`src/rtl/mc_ctrl_pkg.sv`:
```
package mc_ctrl_pkg;

    localparam int OPC_W  = 6;
    localparam int STATE_W = 4;

    typedef enum logic [STATE_W-1:0] {
        ST_FETCH   = 4'b0000,
        ST_DECODE  = 4'b0001,
        ST_BR      = 4'b0011,
        ST_RT_EXE  = 4'b0100,
        ST_RT_WB   = 4'b0101,
        ST_ORI_EXE = 4'b0110,
        ST_ORI_WB  = 4'b0111,
        ST_LW_ADR  = 4'b1000,
        ST_LW_MEM  = 4'b1001,
        ST_LW_WB   = 4'b1010,
        ST_SW_ADR  = 4'b1011,
        ST_SW_MEM  = 4'b1100
    } ctrl_state_e;

    typedef enum logic [1:0] {
        ALU_ADD  = 2'b00,
        ALU_OR   = 2'b01,
        ALU_FUNC = 2'b10
    } alu_op_e;

    localparam logic [OPC_W-1:0] OPC_RTYPE = 6'b000000;
    localparam logic [OPC_W-1:0] OPC_ORI   = 6'b001101;
    localparam logic [OPC_W-1:0] OPC_LW    = 6'b100011;
    localparam logic [OPC_W-1:0] OPC_SW    = 6'b101011;
    localparam logic [OPC_W-1:0] OPC_BEQ   = 6'b000100;

    typedef struct packed {
        logic    mem_rd;
        logic    mem_wr;
        logic    ir_en;
        logic    a_en;
        logic    b_en;
        logic    e_en;
        logic    s_en;
        logic    m_en;
        logic    pc_en;
        logic    pc_br_sel;
        alu_op_e alu_op;
        logic    alu_src_imm;
        logic    ext_sign;
        logic    dst_rd;
        logic    reg_wr;
        logic    wb_from_mem;
    } ctrl_word_t;

endpackage

```
`src/rtl/mc_next_state.sv`:
```
module mc_next_state
    import mc_ctrl_pkg::*;
(
    input  ctrl_state_e      cur,
    input  logic [OPC_W-1:0] opcode,
    output ctrl_state_e      nxt
);
    always_comb begin
        nxt = ST_FETCH;
        unique case (cur)
            ST_FETCH:   nxt = ST_DECODE;
            ST_DECODE: begin
                if      (opcode == OPC_RTYPE) nxt = ST_RT_EXE;
                else if (opcode == OPC_ORI)   nxt = ST_ORI_EXE;
                else if (opcode == OPC_LW)    nxt = ST_LW_ADR;
                else if (opcode == OPC_SW)    nxt = ST_SW_ADR;
                else if (opcode == OPC_BEQ)   nxt = ST_BR;
                else                          nxt = ST_FETCH;
            end
            ST_RT_EXE:  nxt = ST_RT_WB;
            ST_ORI_EXE: nxt = ST_ORI_WB;
            ST_LW_ADR:  nxt = ST_LW_MEM;
            ST_LW_MEM:  nxt = ST_LW_WB;
            ST_SW_ADR:  nxt = ST_SW_MEM;
            ST_RT_WB, ST_ORI_WB, ST_LW_WB, ST_SW_MEM, ST_BR:
                        nxt = ST_FETCH;
            default:    nxt = ST_FETCH;
        endcase
    end
endmodule

```
`src/rtl/mc_ctrl_decode.sv`:
```
module mc_ctrl_decode
    import mc_ctrl_pkg::*;
(
    input  ctrl_state_e cur,
    input  logic        eq_flag,
    output ctrl_word_t  cw,
    output logic        retire
);
    always_comb begin
        cw     = '0;
        retire = 1'b0;
        unique case (cur)
            ST_FETCH: begin
                cw.mem_rd = 1'b1;
                cw.ir_en  = 1'b1;
            end
            ST_DECODE: begin
                cw.a_en = 1'b1;
                cw.b_en = 1'b1;
                cw.e_en = 1'b1;
            end
            ST_RT_EXE: begin
                cw.alu_op = ALU_FUNC;
                cw.s_en   = 1'b1;
            end
            ST_RT_WB: begin
                cw.reg_wr = 1'b1;
                cw.dst_rd = 1'b1;
                cw.pc_en  = 1'b1;
                retire    = 1'b1;
            end
            ST_ORI_EXE: begin
                cw.alu_op      = ALU_OR;
                cw.alu_src_imm = 1'b1;
                cw.s_en        = 1'b1;
            end
            ST_ORI_WB: begin
                cw.reg_wr = 1'b1;
                cw.pc_en  = 1'b1;
                retire    = 1'b1;
            end
            ST_LW_ADR, ST_SW_ADR: begin
                cw.alu_op      = ALU_ADD;
                cw.alu_src_imm = 1'b1;
                cw.ext_sign    = 1'b1;
                cw.s_en        = 1'b1;
            end
            ST_LW_MEM: begin
                cw.mem_rd = 1'b1;
                cw.m_en   = 1'b1;
            end
            ST_LW_WB: begin
                cw.reg_wr      = 1'b1;
                cw.wb_from_mem = 1'b1;
                cw.pc_en       = 1'b1;
                retire         = 1'b1;
            end
            ST_SW_MEM: begin
                cw.mem_wr = 1'b1;
                cw.pc_en  = 1'b1;
                retire    = 1'b1;
            end
            ST_BR: begin
                cw.pc_en     = 1'b1;
                cw.pc_br_sel = eq_flag;
                retire       = 1'b1;
            end
            default: begin
                cw     = '0;
                retire = 1'b0;
            end
        endcase
    end
endmodule

```
`src/rtl/mc_cycle_count.sv`:
```
module mc_cycle_count #(
    parameter int CNT_W = 4
) (
    input  logic             clk,
    input  logic             rst_n,
    input  logic             to_fetch,
    input  logic             retire,
    output logic [CNT_W-1:0] last_cycles
);
    localparam logic [CNT_W-1:0] ONE = CNT_W'(1);

    logic [CNT_W-1:0] step_q;

    always_ff @(posedge clk or negedge rst_n) begin
        if (!rst_n) begin
            step_q      <= '0;
            last_cycles <= '0;
        end else begin
            step_q <= to_fetch ? '0 : step_q + ONE;
            if (retire) begin
                last_cycles <= step_q + ONE;
            end
        end
    end
endmodule

```
`src/rtl/mc_ctrl_fsm.sv`:
```
module mc_ctrl_fsm
    import mc_ctrl_pkg::*;
#(
    parameter int CNT_W = 4
) (
    input  logic              clk,
    input  logic              rst_n,
    input  logic [5:0]        opcode,
    input  logic              eq_flag,
    output logic              mem_rd,
    output logic              mem_wr,
    output logic              ir_en,
    output logic              a_en,
    output logic              b_en,
    output logic              e_en,
    output logic              s_en,
    output logic              m_en,
    output logic              pc_en,
    output logic              pc_br_sel,
    output logic [1:0]        alu_op,
    output logic              alu_src_imm,
    output logic              ext_sign,
    output logic              dst_rd,
    output logic              reg_wr,
    output logic              wb_from_mem,
    output logic [3:0]        fsm_state,
    output logic [CNT_W-1:0]  last_cycles
);
    ctrl_state_e state_q;
    ctrl_state_e state_d;
    ctrl_word_t  cw;
    logic        retire;

    always_ff @(posedge clk or negedge rst_n) begin
        if (!rst_n) state_q <= ST_FETCH;
        else        state_q <= state_d;
    end

    mc_next_state u_next (
        .cur    (state_q),
        .opcode (opcode),
        .nxt    (state_d)
    );

    mc_ctrl_decode u_dec (
        .cur     (state_q),
        .eq_flag (eq_flag),
        .cw      (cw),
        .retire  (retire)
    );

    mc_cycle_count #(.CNT_W(CNT_W)) u_cnt (
        .clk         (clk),
        .rst_n       (rst_n),
        .to_fetch    (state_d == ST_FETCH),
        .retire      (retire),
        .last_cycles (last_cycles)
    );

    assign mem_rd      = cw.mem_rd;
    assign mem_wr      = cw.mem_wr;
    assign ir_en       = cw.ir_en;
    assign a_en        = cw.a_en;
    assign b_en        = cw.b_en;
    assign e_en        = cw.e_en;
    assign s_en        = cw.s_en;
    assign m_en        = cw.m_en;
    assign pc_en       = cw.pc_en;
    assign pc_br_sel   = cw.pc_br_sel;
    assign alu_op      = cw.alu_op;
    assign alu_src_imm = cw.alu_src_imm;
    assign ext_sign    = cw.ext_sign;
    assign dst_rd      = cw.dst_rd;
    assign reg_wr      = cw.reg_wr;
    assign wb_from_mem = cw.wb_from_mem;
    assign fsm_state   = state_q;
endmodule

```
`config.mk`:
```
export PLATFORM = sky130hd
export DESIGN_NAME = mc_ctrl_fsm
export DESIGN_NICKNAME = d
export VERILOG_FILES = /design/src/rtl/mc_ctrl_pkg.sv /design/src/rtl/mc_next_state.sv /design/src/rtl/mc_ctrl_decode.sv /design/src/rtl/mc_cycle_count.sv /design/src/rtl/mc_ctrl_fsm.sv
export SDC_FILE = /design/constraint.sdc
export NUM_CORES = 1
export LEC_CHECK = 0
export BUFFER_PORTS_ARGS = -buffer_cell sky130_fd_sc_hd__buf_2
export CORE_ASPECT_RATIO = 1.2
export CORE_MARGIN = 2
export CORE_UTILIZATION = 50
export CTS_CLUSTER_DIAMETER = 150
export DETAILED_ROUTE_END_ITERATION = 6
export PLACE_DENSITY = 0.81
export SETUP_SLACK_MARGIN = 0.4
export SLEW_MARGIN = 20
export SYNTH_ARGS = -nofsm -noshare
export SYNTH_HDL_FRONTEND = slang
export SYNTH_HIERARCHICAL = 1
export SYNTH_SLANG_ARGS = --single-unit
```
`constraint.sdc`:
```
create_clock -name clk -period 3.7 [get_ports clk]
set_input_delay 0.37 -clock clk [delete_from_list [all_inputs] [get_ports clk]]
set_output_delay 0.37 -clock clk [all_outputs]
set_load 0.005 [all_outputs]
```
==> flow_summary_export.csv <==
group,metric,value,unit
global_route,grt_pass1_wl,2732,um
yosys,yosys.area_share.simple,0.3150,
yosys,synth-compound-area-share,0.1605,
timing,setup_tns,0,ns
cells_and_area,layout.cells.non_filler,140,
clock_network,clk_path_buf_depth,2,
worst_setup_path,cp-end-kind,"output port",
yosys,ys_warn_count,6,
clock_network,cts.sinks,12,
power_and_ir_drop,p_leak,0.5029,nW
yosys,avgSynthCellArea,9.253,um2
yosys,post-synth-top-count-cell,"nor2_1",
cells_and_area,nets,133,
floorplan,fp.dieArea,0.002030,mm2
cells_and_area,drive_gt1_frac,0.3934,
power_and_ir_drop,power-per-cell-area,773.8,mW/mm2
worst_setup_path,arrival,1.85,ns
detailed_routing,drc,0,
placed_design,dpl_cell_area,984.7,um2
detailed_routing,wl_per_cell,11.64,um
timing,hold_viol_final,0,
power_and_ir_drop,p_clk_frac,0.130,
cells_and_area,num_antenna_cells,0,
yosys,synthArstFlopShare,1.000,
yosys,ys.flop_type,"dfrtp_1",
yosys,yosys-top-cells-area,"dfrtp_1 36%, nor2_1 5.8%, buf_4 3.6%, nand2b_4 3.3%, nand2b_1 3.0%",
detailed_routing,drt-pass1-iter-count,4,
yosys,synth_nets,101,
floorplan,coreArea,0.001602,mm2
timing,fin_skew,0.003188,ns
yosys,yosys-mux-area-fraction,0.02526,
clock_network,cts_tree,"done",
yosys,synth_top_area_share,0.3566,
min_path,hold_class,"in2reg",
timing,drv_slew,0,
cells_and_area,area_growth,22.44,%
yosys,synthCells,91,
global_route,grt_max_degree,22,
detailed_routing,dr.first_iter.drc_count,13,
clock_network,cts_setup_buffers,0,
timing,fmax,450.8,MHz
yosys,synth-xor-area-share,0.06092,
power_and_ir_drop,pwr-share-seq,0.366,
status,status,"completed",
yosys,synthTopCellsByCount,"13 x nor2_1, 12 x dfrtp_1, 5 x nor3_1",
placed_design,dp_cells,135,
placed_design,port_buffers,33,
clock_network,clockRootBuffer,"clkbuf_4",
timing,final.min_clock_period,2.218,ns
timing,grt_setup_unrepaired,"no",
floorplan,num_rows,16,
detailed_routing,ant_nets,0,
global_route,grt_pass1_vias,622,
worst_setup_path,path_class,"reg2out",
timing,whs,0.4601,ns
worst_setup_path,rrSetupSlack,1.72,ns
floorplan,initial_utilization,0.5258,
floorplan,die_h,48.96,um
power_and_ir_drop,internal-power,0.0004595,W
placed_design,dp_hpwl,1217,um
cells_and_area,final_cell_area,0.001031,mm2
global_route,overflow,0,
clock_network,numCtsBuffers,3,
power_and_ir_drop,ir_drop,412.9,uV
detailed_routing,vias_per_cell,5.529,
clock_network,cts.clk_slew.worst_paths,0.07,ns
power_and_ir_drop,comb_power_share,0.503,
detailed_routing,vias,774,
floorplan,io_pins,34,
yosys,synth_area,842.1,um2
global_route,antenna_found_initial,0,
detailed_routing,wl,1630,um
worst_setup_path,cp.required,3.33,ns
yosys,synth-seq-area-share,0.3566,
global_route,track_usage,0.1712,
cells_and_area,final_util,0.6438,
worst_setup_path,crit_fanout,21,
timing,post-route-period-util,0.5996,
clock_network,cts_resized,0,
timing,slew_headroom,0.5987,
floorplan,fp.dieW,41.46,um
yosys,synthAdderAreaFrac,0.01486,
yosys,yosysTopAreaCell,"dfrtp_1",
placed_design,gp_congestion,0.7782,
yosys,synth_edf_count,0,
clock_network,insertion_delay,0.27,ns
clock_network,cts_htree_levels,1,
yosys,synth_seq_cells,12,
power_and_ir_drop,switchingPower,0.0003383,W
worst_setup_path,cp-start-kind,"flip-flop",
flow_run,drv_cap,0,
timing,tightest_slew,0.6020,ns
yosys,synth_cell_type_count,35,
power_and_ir_drop,sw_frac_of_total,0.4240,
timing,final-setup-viol-count,0,
yosys,synth_top_family_by_area,"simple AND/OR/NAND/NOR gates",
-- layer usage --
| layer | share of wire | track usage | up-vias |
|---|---|---|---|
| li1 | - | - | 391 |
| met3 | 0.067 | 0.02593 | 6 |
| met4 | 0.031 | 0.1129 | 0 |
| met1 | 0.47 | 0.2251 | 341 |
| met2 | 0.43 | 0.2578 | 36 |
| met5 | 0 | 0 | - |
-- kinds of logic (layout without fill, tap and decap cells) --
kind of cell    after synthesis  in the layout
compound gates               19             19
fa+ha+maj                     1              1
mux                           2              2
simple gates                 42             42
buf+inv                      10             41
flops                        12             12
xor+xnor                      5              5
-- cells in the final DEF, fill, tap and decap left out, types with 2 or more instances in the layout --
cell type,synthesis,final
clkbuf_4,0,3
buf_2,3,33
nor2_1,13,13
nor3_1,5,5
a32oi_1,2,2
xor2_1,2,2
inv_1,3,3
nand3_1,4,4
nand2b_4,2,2
o31ai_1,2,2
dfrtp_1,12,12
nor2b_1,2,2
a21oi_1,4,4
nand2b_1,4,4
or3_1,2,2
xnor2_1,2,2
nand2_1,3,3
o21ai_0,2,2
o22ai_1,4,4
-- what timing repair did --
item                                   CTS  global route
endpoints found under the hold margin   12             0
hold buffers                             1             0
setup endpoints to repair                0             0
-- power by group through the flow --
stage	clock network [W]	registers [W]	logic (W)
finish	0.000104	0.000292	0.000402
global route	0.000112	0.000308	0.000445
CTS	0.000108	0.000293	0.000407
detailed placement	0	0.000296	0.000405
global placement	0	0.000291	0.000396
floorplan	0	0.000246	0.000337
-- metrics by stage --
| step | total power (W) | setup WS (ns) |
|---|---|---|
| final | 0.0007978 | 1.482 |
| after global routing | 0.0008650 | 1.280 |
| after CTS | 0.0008076 | 1.448 |
| after detailed placement | 0.0007008 | 1.725 |
| after global placement | 0.0006866 | 1.777 |
| after floorplan | 0.0005832 | 1.945 |
-- critical path, stage by stage, from the launching register on --
cell,delay (ns)
dfrtp_1,0.73
o22ai_1,0.16
a21oi_1,0.47
buf_2,0.21
-- sequential cells by signal, indices dropped and copies added, names as in the netlist --
register,flops
fsm_state,4
u_cnt/last_cycles,4
u_cnt/step_q,4
-- final timing paths --
path,from,endpoint,cells past startpoint
max reg2reg,fsm_state[3],u_cnt/step_q[3],5
min,opcode[4],fsm_state[3],3
min in group asynchronous,rst_n,u_cnt/last_cycles[1],2
max in group asynchronous,rst_n,fsm_state[2],2
max,fsm_state[0],pc_en,3
min reg2reg,u_cnt/step_q[0],u_cnt/step_q[0],1
-- final cells by class --
cell class	count	area, um2
sequential	12	300.3
timing repair buffer	34	175.2
clock buffer	4	36.28
fill	141	570.5
tap	18	22.52
inverter	3	11.26
multi-input combinational	69	485.5
No activity file was read; power rests on OpenSTA's default activity.
